--- config.mk ---
export PLATFORM = sky130hd
export DESIGN_NAME = adc_seq_ctrl
export DESIGN_NICKNAME = d
export VERILOG_FILES = /design/src/rtl/adc_seq_pkg.sv /design/src/rtl/adc_cmd_edge.sv /design/src/rtl/adc_result_fmt.sv /design/src/rtl/adc_seq_core.sv /design/src/rtl/adc_seq_ctrl.sv
export SDC_FILE = /design/constraint.sdc
export NUM_CORES = 1
export LEC_CHECK = 0
export BUFFER_PORTS_ARGS = -buffer_cell sky130_fd_sc_hd__buf_2
export CAP_MARGIN = 20
export CORE_MARGIN = 4
export CORE_UTILIZATION = 55
export DETAILED_ROUTE_END_ITERATION = 12
export GPL_TIMING_DRIVEN = 0
export PLACE_DENSITY = 0.8
export RECOVER_POWER = 100
export SYNTH_ARGS = -nofsm -noshare
export SYNTH_HDL_FRONTEND = slang
export SYNTH_SLANG_ARGS = --single-unit
--- constraint.sdc ---
create_clock -name clk -period 4.75 [get_ports clk]
set_clock_uncertainty 0.1 [all_clocks]
set_input_delay 0.475 -clock clk [delete_from_list [all_inputs] [get_ports clk]]
set_output_delay 0.475 -clock clk [all_outputs]
set_load 0.02 [all_outputs]
--- src/rtl/adc_seq_pkg.sv ---
package adc_seq_pkg;

    localparam int RES_W = 20;

    typedef enum logic [2:0] {
        SEQ_WAKE     = 3'd0,
        SEQ_IDLE     = 3'd1,
        SEQ_CAL_OFS  = 3'd2,
        SEQ_CAL_GAIN = 3'd3,
        SEQ_CONV     = 3'd4
    } seq_state_e;

    typedef struct packed {
        logic [RES_W-1:0] word;
        logic             chan;
        logic             bipolar;
    } conv_result_t;

    function automatic int max2(input int a, input int b);
        return (a > b) ? a : b;
    endfunction

endpackage

--- src/rtl/adc_cmd_edge.sv ---
module adc_cmd_edge (
    input  logic clk,
    input  logic rst,
    input  logic conv_lvl,
    output logic conv_rise
);
    logic conv_q;

    always_ff @(posedge clk) begin
        if (rst) conv_q <= 1'b0;
        else     conv_q <= conv_lvl;
    end

    // A level already high when reset is released counts as a command.
    assign conv_rise = conv_lvl & ~conv_q;
endmodule

--- src/rtl/adc_result_fmt.sv ---
module adc_result_fmt #(
    parameter int RES_W = 20
) (
    input  logic signed [RES_W+1:0] raw,
    input  logic                    bipolar,
    output logic [RES_W-1:0]        code
);
    localparam int EXT_W = RES_W + 3;

    logic signed [EXT_W-1:0] raw_ext;
    logic signed [EXT_W-1:0] ofs;
    logic signed [EXT_W-1:0] sum;

    always_comb begin
        raw_ext = EXT_W'(raw);
        ofs = '0;
        ofs[RES_W-1] = bipolar;
        sum = raw_ext + ofs;
        if (sum[EXT_W-1])
            code = '0;
        else if (|sum[EXT_W-2:RES_W])
            code = '1;
        else
            code = sum[RES_W-1:0];
    end
endmodule

--- src/rtl/adc_seq_core.sv ---
module adc_seq_core
    import adc_seq_pkg::*;
#(
    parameter int WAKE_CYC       = 1800,
    parameter int CAL_CYC        = 3246,
    parameter int CONV_FIRST_CYC = 1624,
    parameter int CONV_NEXT_CYC  = 1622,
    parameter int BP_LEAD_CYC    = 82,
    parameter int CNT_W          = 12
) (
    input  logic       clk,
    input  logic       rst,
    input  logic       cal_lvl,
    input  logic       conv_lvl,
    input  logic       conv_rise,
    input  logic       chan_in,
    input  logic       bp_in,
    output seq_state_e state,
    output logic       chan_q,
    output logic       bp_q,
    output logic       cal_fire,
    output logic       conv_fire
);
    localparam logic [CNT_W-1:0] WAKE_LD  = CNT_W'(WAKE_CYC - 1);
    localparam logic [CNT_W-1:0] CAL_LD   = CNT_W'(CAL_CYC - 1);
    localparam logic [CNT_W-1:0] FIRST_LD = CNT_W'(CONV_FIRST_CYC - 1);
    localparam logic [CNT_W-1:0] NEXT_LD  = CNT_W'(CONV_NEXT_CYC - 1);
    localparam logic [CNT_W-1:0] GAIN_AT  = CNT_W'(CAL_CYC - CAL_CYC / 2);
    localparam logic [CNT_W-1:0] BP_AT    = CNT_W'(BP_LEAD_CYC);

    logic [CNT_W-1:0] cnt;
    logic cnt_zero, pend_conv, pend_cal;
    logic go_cal, go_conv, go_next, go_idle, latch_chan;
    logic in_cal;

    assign cnt_zero = (cnt == '0);
    assign in_cal   = (state == SEQ_CAL_OFS) || (state == SEQ_CAL_GAIN);

    always_comb begin
        go_cal = 1'b0; go_conv = 1'b0; go_next = 1'b0;
        go_idle = 1'b0; latch_chan = 1'b0;
        unique case (state)
            SEQ_WAKE: begin
                latch_chan = conv_rise;
                if (cnt_zero) begin
                    if (conv_rise) begin
                        go_cal = cal_lvl; go_conv = !cal_lvl;
                    end else if (pend_conv) begin
                        go_cal = pend_cal; go_conv = !pend_cal;
                    end else begin
                        go_idle = 1'b1;
                    end
                end
            end
            SEQ_IDLE: begin
                if (conv_rise) begin
                    latch_chan = 1'b1; go_cal = cal_lvl; go_conv = !cal_lvl;
                end
            end
            SEQ_CAL_OFS, SEQ_CAL_GAIN: begin
                if (conv_rise && cal_lvl) begin
                    latch_chan = 1'b1; go_cal = 1'b1;
                end else if (cnt_zero) begin
                    go_conv = conv_lvl; go_idle = !conv_lvl;
                end
            end
            SEQ_CONV: begin
                if (conv_rise) begin
                    latch_chan = 1'b1; go_cal = cal_lvl; go_conv = !cal_lvl;
                end else if (cnt_zero) begin
                    go_next = conv_lvl; go_idle = !conv_lvl;
                end
            end
            default: go_idle = 1'b1;
        endcase
    end

    assign cal_fire  = in_cal && cnt_zero && !(conv_rise && cal_lvl);
    assign conv_fire = (state == SEQ_CONV) && cnt_zero && !conv_rise;

    always_ff @(posedge clk) begin
        if (rst) begin
            state     <= SEQ_WAKE;
            cnt       <= WAKE_LD;
            pend_conv <= 1'b0;
            pend_cal  <= 1'b0;
            chan_q    <= 1'b0;
            bp_q      <= 1'b0;
        end else begin
            if (latch_chan) chan_q <= chan_in;
            if (state == SEQ_WAKE && conv_rise) begin
                pend_conv <= 1'b1;
                pend_cal  <= cal_lvl;
            end
            if (state == SEQ_WAKE && cnt_zero) begin
                pend_conv <= 1'b0;
                pend_cal  <= 1'b0;
            end
            if (go_cal) begin
                state <= SEQ_CAL_OFS;
                cnt   <= CAL_LD;
            end else if (go_conv) begin
                state <= SEQ_CONV;
                cnt   <= FIRST_LD;
            end else if (go_next) begin
                cnt <= NEXT_LD;
            end else if (go_idle) begin
                state <= SEQ_IDLE;
            end else begin
                if (!cnt_zero) cnt <= cnt - 1'b1;
                if (state == SEQ_CAL_OFS && cnt == GAIN_AT) state <= SEQ_CAL_GAIN;
            end
            if (state == SEQ_CONV && cnt == BP_AT) bp_q <= bp_in;
        end
    end


    wake_once_chk: assert property (@(posedge clk) disable iff (rst)
        state != SEQ_WAKE |=> state != SEQ_WAKE);


    ofs_to_gain_chk: assert property (@(posedge clk) disable iff (rst)
        (state == SEQ_CAL_OFS && !conv_rise) |=>
            (state == SEQ_CAL_OFS || state == SEQ_CAL_GAIN));


    cal_ignore_chk: assert property (@(posedge clk) disable iff (rst)
        (state == SEQ_CAL_GAIN && conv_rise && !cal_lvl && !cnt_zero) |=>
            state == SEQ_CAL_GAIN);
endmodule

--- src/rtl/adc_seq_ctrl.sv ---
module adc_seq_ctrl
    import adc_seq_pkg::*;
#(
    parameter int WAKE_CYC       = 1800,
    parameter int CAL_CYC        = 3246,
    parameter int CONV_FIRST_CYC = 1624,
    parameter int CONV_NEXT_CYC  = 1622,
    parameter int BP_LEAD_CYC    = 82
) (
    input  logic                    clk,
    input  logic                    rst,
    input  logic                    cal_req,
    input  logic                    conv_req,
    input  logic                    chan_sel,
    input  logic                    bipolar_sel,
    input  logic signed [RES_W+1:0] raw_result,
    output logic [2:0]              seq_state,
    output logic                    chan_latched,
    output logic                    cal_done,
    output logic                    conv_done,
    output logic [RES_W-1:0]        conv_word,
    output logic                    conv_chan,
    output logic                    conv_bipolar
);
    localparam int MAX_CYC = max2(max2(WAKE_CYC, CAL_CYC),
                                  max2(CONV_FIRST_CYC, CONV_NEXT_CYC));
    localparam int CNT_W = $clog2(MAX_CYC + 1);

    logic         conv_rise, chan_q, bp_q, cal_fire, conv_fire;
    seq_state_e   state;
    logic [RES_W-1:0] fmt_code;
    conv_result_t res_q;

    adc_cmd_edge u_edge (
        .clk(clk), .rst(rst), .conv_lvl(conv_req), .conv_rise(conv_rise)
    );

    adc_seq_core #(
        .WAKE_CYC(WAKE_CYC), .CAL_CYC(CAL_CYC),
        .CONV_FIRST_CYC(CONV_FIRST_CYC), .CONV_NEXT_CYC(CONV_NEXT_CYC),
        .BP_LEAD_CYC(BP_LEAD_CYC), .CNT_W(CNT_W)
    ) u_core (
        .clk(clk), .rst(rst), .cal_lvl(cal_req), .conv_lvl(conv_req),
        .conv_rise(conv_rise), .chan_in(chan_sel), .bp_in(bipolar_sel),
        .state(state), .chan_q(chan_q), .bp_q(bp_q),
        .cal_fire(cal_fire), .conv_fire(conv_fire)
    );

    adc_result_fmt #(.RES_W(RES_W)) u_fmt (
        .raw(raw_result), .bipolar(bp_q), .code(fmt_code)
    );

    always_ff @(posedge clk) begin
        if (rst) begin
            cal_done  <= 1'b0;
            conv_done <= 1'b0;
            res_q     <= '0;
        end else begin
            cal_done  <= cal_fire;
            conv_done <= conv_fire;
            if (conv_fire) begin
                res_q.word    <= fmt_code;
                res_q.chan    <= chan_q;
                res_q.bipolar <= bp_q;
            end
        end
    end

    assign seq_state    = state;
    assign chan_latched = chan_q;
    assign conv_word    = res_q.word;
    assign conv_chan    = res_q.chan;
    assign conv_bipolar = res_q.bipolar;


    pulse_excl_chk: assert property (@(posedge clk) disable iff (rst)
        !(cal_done && conv_done));


    conv_pulse_chk: assert property (@(posedge clk) disable iff (rst)
        conv_done |=> !conv_done);


    cal_pulse_chk: assert property (@(posedge clk) disable iff (rst)
        cal_done |=> !cal_done);


    cal_exit_chk: assert property (@(posedge clk) disable iff (rst)
        cal_done |-> (seq_state == SEQ_IDLE || seq_state == SEQ_CONV));
endmodule

# Word-level counts from Yosys, hierarchy flattened

Cells that the tools add are included.

Flip-flop bits (word level): 44
Input bits: 28
Output and inout bits: 28

$add $sub $neg: 2
Eq/ne operators: 12
Multiplexer cells: 36
Bitwise logic cells: 5
Reduce and logical (&&, ||, !) cells: 33

Operators with widths:

| cell                                                                  | number |
|---|---|
| 12-bit 2-to-1 mux                                                     | 5 |
| 20-bit 2-to-1 mux                                                     | 2 |
| 22-bit by 21-bit adder with 23-bit output                             | 1 |
| 1-bit 2-to-1 mux                                                      | 20 |
| 12-bit by 11-bit == test with 1-bit output (second input constant)    | 1 |
| 12-bit by 7-bit == test with 1-bit output (second input constant)     | 1 |
| 12-bit zero test                                                      | 1 |
| 3-bit 2-to-1 mux                                                      | 4 |
| 2-bit AND reduction                                                   | 6 |
| 12-bit by 1-bit subtractor with 12-bit output (second input constant) | 1 |
| 2-bit OR reduction                                                    | 5 |
| 1-bit logical AND                                                     | 9 |
| 1-bit case mux with 3 select lines                                    | 3 |
| 3-bit by 2-bit == test with 1-bit output (second input constant)      | 2 |
| 3-bit by 1-bit != test with 1-bit output (second input constant)      | 2 |
| 1-bit zero test                                                       | 5 |
| 4-bit by 1-bit != test with 1-bit output (second input constant)      | 1 |
| 4-bit != test (second input constant)                                 | 1 |
| 1-bit inverter                                                        | 4 |
| 1-bit case mux with 4 select lines                                    | 1 |
| 4-bit nonzero test                                                    | 1 |
| 4-bit OR reduction                                                    | 1 |
| 3-bit by 1-bit == test with 1-bit output (second input constant)      | 1 |
| 3-bit == test (second input constant)                                 | 1 |
| other kinds (9)                                                       | 9 |

# Longest topological paths before layout

Depth in word-level cells: 9
Mapped depth: 9
Mapped depth without buffers: 7

# Modules after synthesis

Synthesis repeated with hierarchy kept, for this count alone.

Cell total of the unflattened synthesis: 276
Area, all modules: 2448.6 um2

Modules (own cells, without submodules):

| module         | instances | cells an instance | area an instance (um2) | sequential area each (um2) |
|---|---|---|---|---|
| adc_seq_core   | 1         | 148               | 1278.7                 | 380.4 |
| adc_seq_ctrl   | 1         | 75                | 855.8                  | 480.5 |
| adc_result_fmt | 1         | 50                | 266.5                  | 0.0 |
| adc_cmd_edge   | 1         | 3                 | 47.5                   | 20.0 |

# Least setup slack after synthesis

No wires, ideal clock.

Kind: register -> register
Start: reg u_core.state[2]
End: reg res_q (netlist bit conv_word[10])
Setup time: 0.067 ns
Data arrival time: 1.795 ns
Data required time: 4.583 ns
Slack: 2.788 ns
Cell stages (with the launch flop): 7
Buffers on the path: 2
Cell sequence: dfxtp_1 > clkbuf_1 > nor3b_2 > nand3_4 > a211o_1 > buf_6 > o21ai_2

Longest elaborated chain between the ends: 3

RTL lines:

| what                            | RTL line            | RTL |
|---|---|---|
| from (decl)                     | adc_seq_core.sv:18  | `output seq_state_e state,` |
| from (signal assigned)          | adc_seq_core.sv:83  | `state <= SEQ_WAKE;` |
| from (signal assigned)          | adc_seq_core.sv:100 | `state <= SEQ_CAL_OFS;` |
| from (signal assigned)          | adc_seq_core.sv:103 | `state <= SEQ_CONV;` |
| 3-bit == test                   | adc_seq_core.sv:79  | `assign conv_fire = (state == SEQ_CONV) && cnt_zero && !conv_rise;` |
| 1-bit logical AND (2 in series) | adc_seq_core.sv:79  |  |
| to (decl)                       | adc_seq_ctrl.sv:32  | `conv_result_t res_q;` |

Every way passes these cells.
A chain may end at the register's enable or synchronous reset.

# Worst setup path after layout

Start: reg u_core.state[2]
End: reg res_q (netlist bit conv_word[9])

Same word-level chain as after synthesis.

==> impl_metrics.ini <==
[synthesis]
netlist_area_um2 = 2200
ys.flop_type = dfxtp_1
synth_edf_count = 0
yosysUniqueCellTypes = 45
ys_ff_latch = 44
syn_inst = 250
syn_avg_cell_area_um2 = 8.82
synth_warnings = 0
syn-num-nets = 284
seq_area_frac_synth = 0.400
synthArstFlopShare = 0

[detailed_routing]
drt_iter0_markers = 148
ant_nets = 0
drt-wirelength-per-cell_um = 14.2
via_count = 2029
drcViolationCount = 0
viasPerCell = 5.62
routed_wl_mm = 5.12
drt-pass1-iter-count = 4

[critical_path]
worst_path_largest_cell_delay_ps = 710
r2r_slack_ps = 2120
required_ps = 4870
slowest_stage = nor3b_1
endpoint = conv_word[9]
critPathLaunchType = flop
crit_path_max_fanout = 10
r2r_end = conv_word[9]
cpMostUsedCell = clkbuf_1
r2r_start = u_core.state[2]
cp_cell_sequence = clkbuf_1, nor3b_1, nand3_4, a211o_1, clkbuf_1, o21ai_0
path_class = reg2reg
startpoint = u_core.state[2]
worstRegToRegCells = 6
cp.arrival_ps = 2750
crit_path_end_kind = flop

[timing]
rsz0062_at_grt = no
hold_violations = 0
setup_viol = 0
fin_ws_ps = 2120
tightest_slew_ps = 785
setup_tns_ps = 0
fmax_ghz = 0.380
slew_viol_final = 0
layout_min_cycle_time_ps = 2630
fin_crit_sh = 0.555
relSlewSlack = 0.475

[die]
initial_core_util = 0.585
die_h_um = 71.3
coreArea_um2 = 3770
rows = 22
ioPinCount = 56
die_w_um = 71.3
die_area_um2 = 5090

[finish]
multiInputGateArea_um2 = 1190
fillers = 350
fin_nets = 346
mostFrequentLayoutCells = 44 x dfxtp_1, 41 x clkbuf_1, 32 x nor2_1
drive_above_1_share = 0.169
final_cell_area_um2 = 2540
n_antenna_cell = 0
final_common_cell = dfxtp_1
seq_area_um2 = 881
area_growth_pct = 15.4

[run]
cap_violations = 0

[cts]
cts.repair.resized = 0
clkLatencyLatePin_ps = 300
postCtsSetupBuffers = 0
hold_buffers = 0
cts_buffer_depth = 2
cts-root-buf = clkbuf_8
cts.sinks = 44
clk_pin_slew_ps = 90
htreeDepth = 2
cts_buffers = 5
cts_tree = yes

[global_route]
grt_pass1_vias = 1826
overflow = 0
grt_max_degree = 14
grt.total_usage = 0.206
grt_first_pass_wirelength_mm = 8.54
antenna_found_initial = 0

[power_and_ir_drop]
p_leak_nw = 1.03
p_per_area_nw_per_um2 = 281
ir_drop_mv = 0.164

[placed_design]
pre_cts_slack_ps = 2430
io_buffers = 55
dpl.hpwl_mm = 3.72
place_area_um2 = 2540
place.gp.congestion = 0.828

[run_status]
outcome = completed

[worst_hold_path]
hold_path.class = in2reg
## worst min path at each step
stage / endpoint / cells past startpoint / slack [ps] / startpoint
after floorplan: u_core.pend_cal / 2 / 340 / u_core.pend_cal
after CTS: conv_word[16] / 3 / 300 / raw_result[16]
after detailed placement: conv_word[17] / 2 / 340 / conv_word[17]
final: u_core.chan_q / 3 / 310 / chan_sel
after global routing: conv_word[7] / 3 / 300 / raw_result[7]
after global placement: conv_word[10] / 2 / 330 / conv_word[10]
## Yosys cell counts (all sizes together), types with 2 or more instances
master   instances  area share
a2111oi          3       0.012
a21oi            7       0.016
a31oi            2      0.0057
buf              6       0.022
clkbuf           7       0.012
dfxtp           44        0.40
ha               6       0.034
inv              5      0.0085
mux2i            5       0.023
nand2           29       0.049
nand2b           5       0.014
nand3           10       0.028
nand4            5       0.014
nand4b           3       0.012
nor2            32       0.054
nor2b            5       0.014
nor3             4       0.011
nor4             9       0.032
o21ai           26       0.095
o31ai            6       0.020
or3              2      0.0057
xnor2            9       0.036
xor2             3       0.012
## cells by family (layout without fill, tap and decap cells)
logic type      Yosys count  count (layout)  share of synthesized area
buf+inv                  18              81                     0.0426
simple gates            112             112                      0.270
fa+ha+maj                 6               6                     0.0341
xor+xnor                 12              12                     0.0477
compound gates           52              52                      0.178
mux                       6               6                     0.0278
flops                    44              44                      0.400
## final cells by class
| class | count | area share |
|---|---|---|
| clock inverters | 2 | 0.0138 |
| plain buffers | 13 | 0.0202 |
| inverters | 5 | 0.00737 |
| repair buffers | 55 | 0.0939 |
| clock buffers | 6 | 0.0285 |
| multi-input cells | 188 | 0.467 |
| well taps | 48 | 0.0236 |
| flip-flops and latches | 44 | 0.346 |
## layer usage
metal	wire, um	GRT usage	up-vias
met1	2280	0.279	960
met3	299	0.0365	7
met5	0	0	-
met4	59	0.0647	0
met2	2480	0.333	52
li1	-	-	1010
## worst max-delay path, delay by kind of cell (launching register included)
family	cells	cell delay, ps
simple gates	2	880
buf+inv	2	660
flops	1	350
compound gates	2	560
## sequential cells by signal, summed over array words and instances (netlist names)
| name | cells |
|---|---|
| u_core.state | 3 |
| cal_done | 1 |
| u_core.cnt | 12 |
| conv_word | 20 |
| u_core.chan_q | 1 |
| u_edge.conv_q | 1 |
| conv_chan | 1 |
| u_core.pend_conv | 1 |
| conv_done | 1 |
| conv_bipolar | 1 |
| u_core.bp_q | 1 |
| u_core.pend_cal | 1 |
## power breakdown
group	switching, mW	total [mW]	internal [mW]
Sequential	0.00621	0.380	0.373
Combinational	0.0314	0.0551	0.0237
Clock	0.125	0.281	0.156
Total	0.163	0.716	0.553
## through the flow
stage | utilization | hold WS, ps | instances | total power [mW]
floorplan | - | 340 | 250 | 0.420
global placement | 0.674 | 331 | 353 | 0.442
detailed placement | 0.674 | 338 | 353 | 0.443
CTS | 0.702 | 304 | 361 | 0.721
global route | 0.675 | 305 | 361 | 0.742
finish | 0.675 | 308 | 361 | 0.716
No activity file was read; power rests on OpenSTA's default activity.
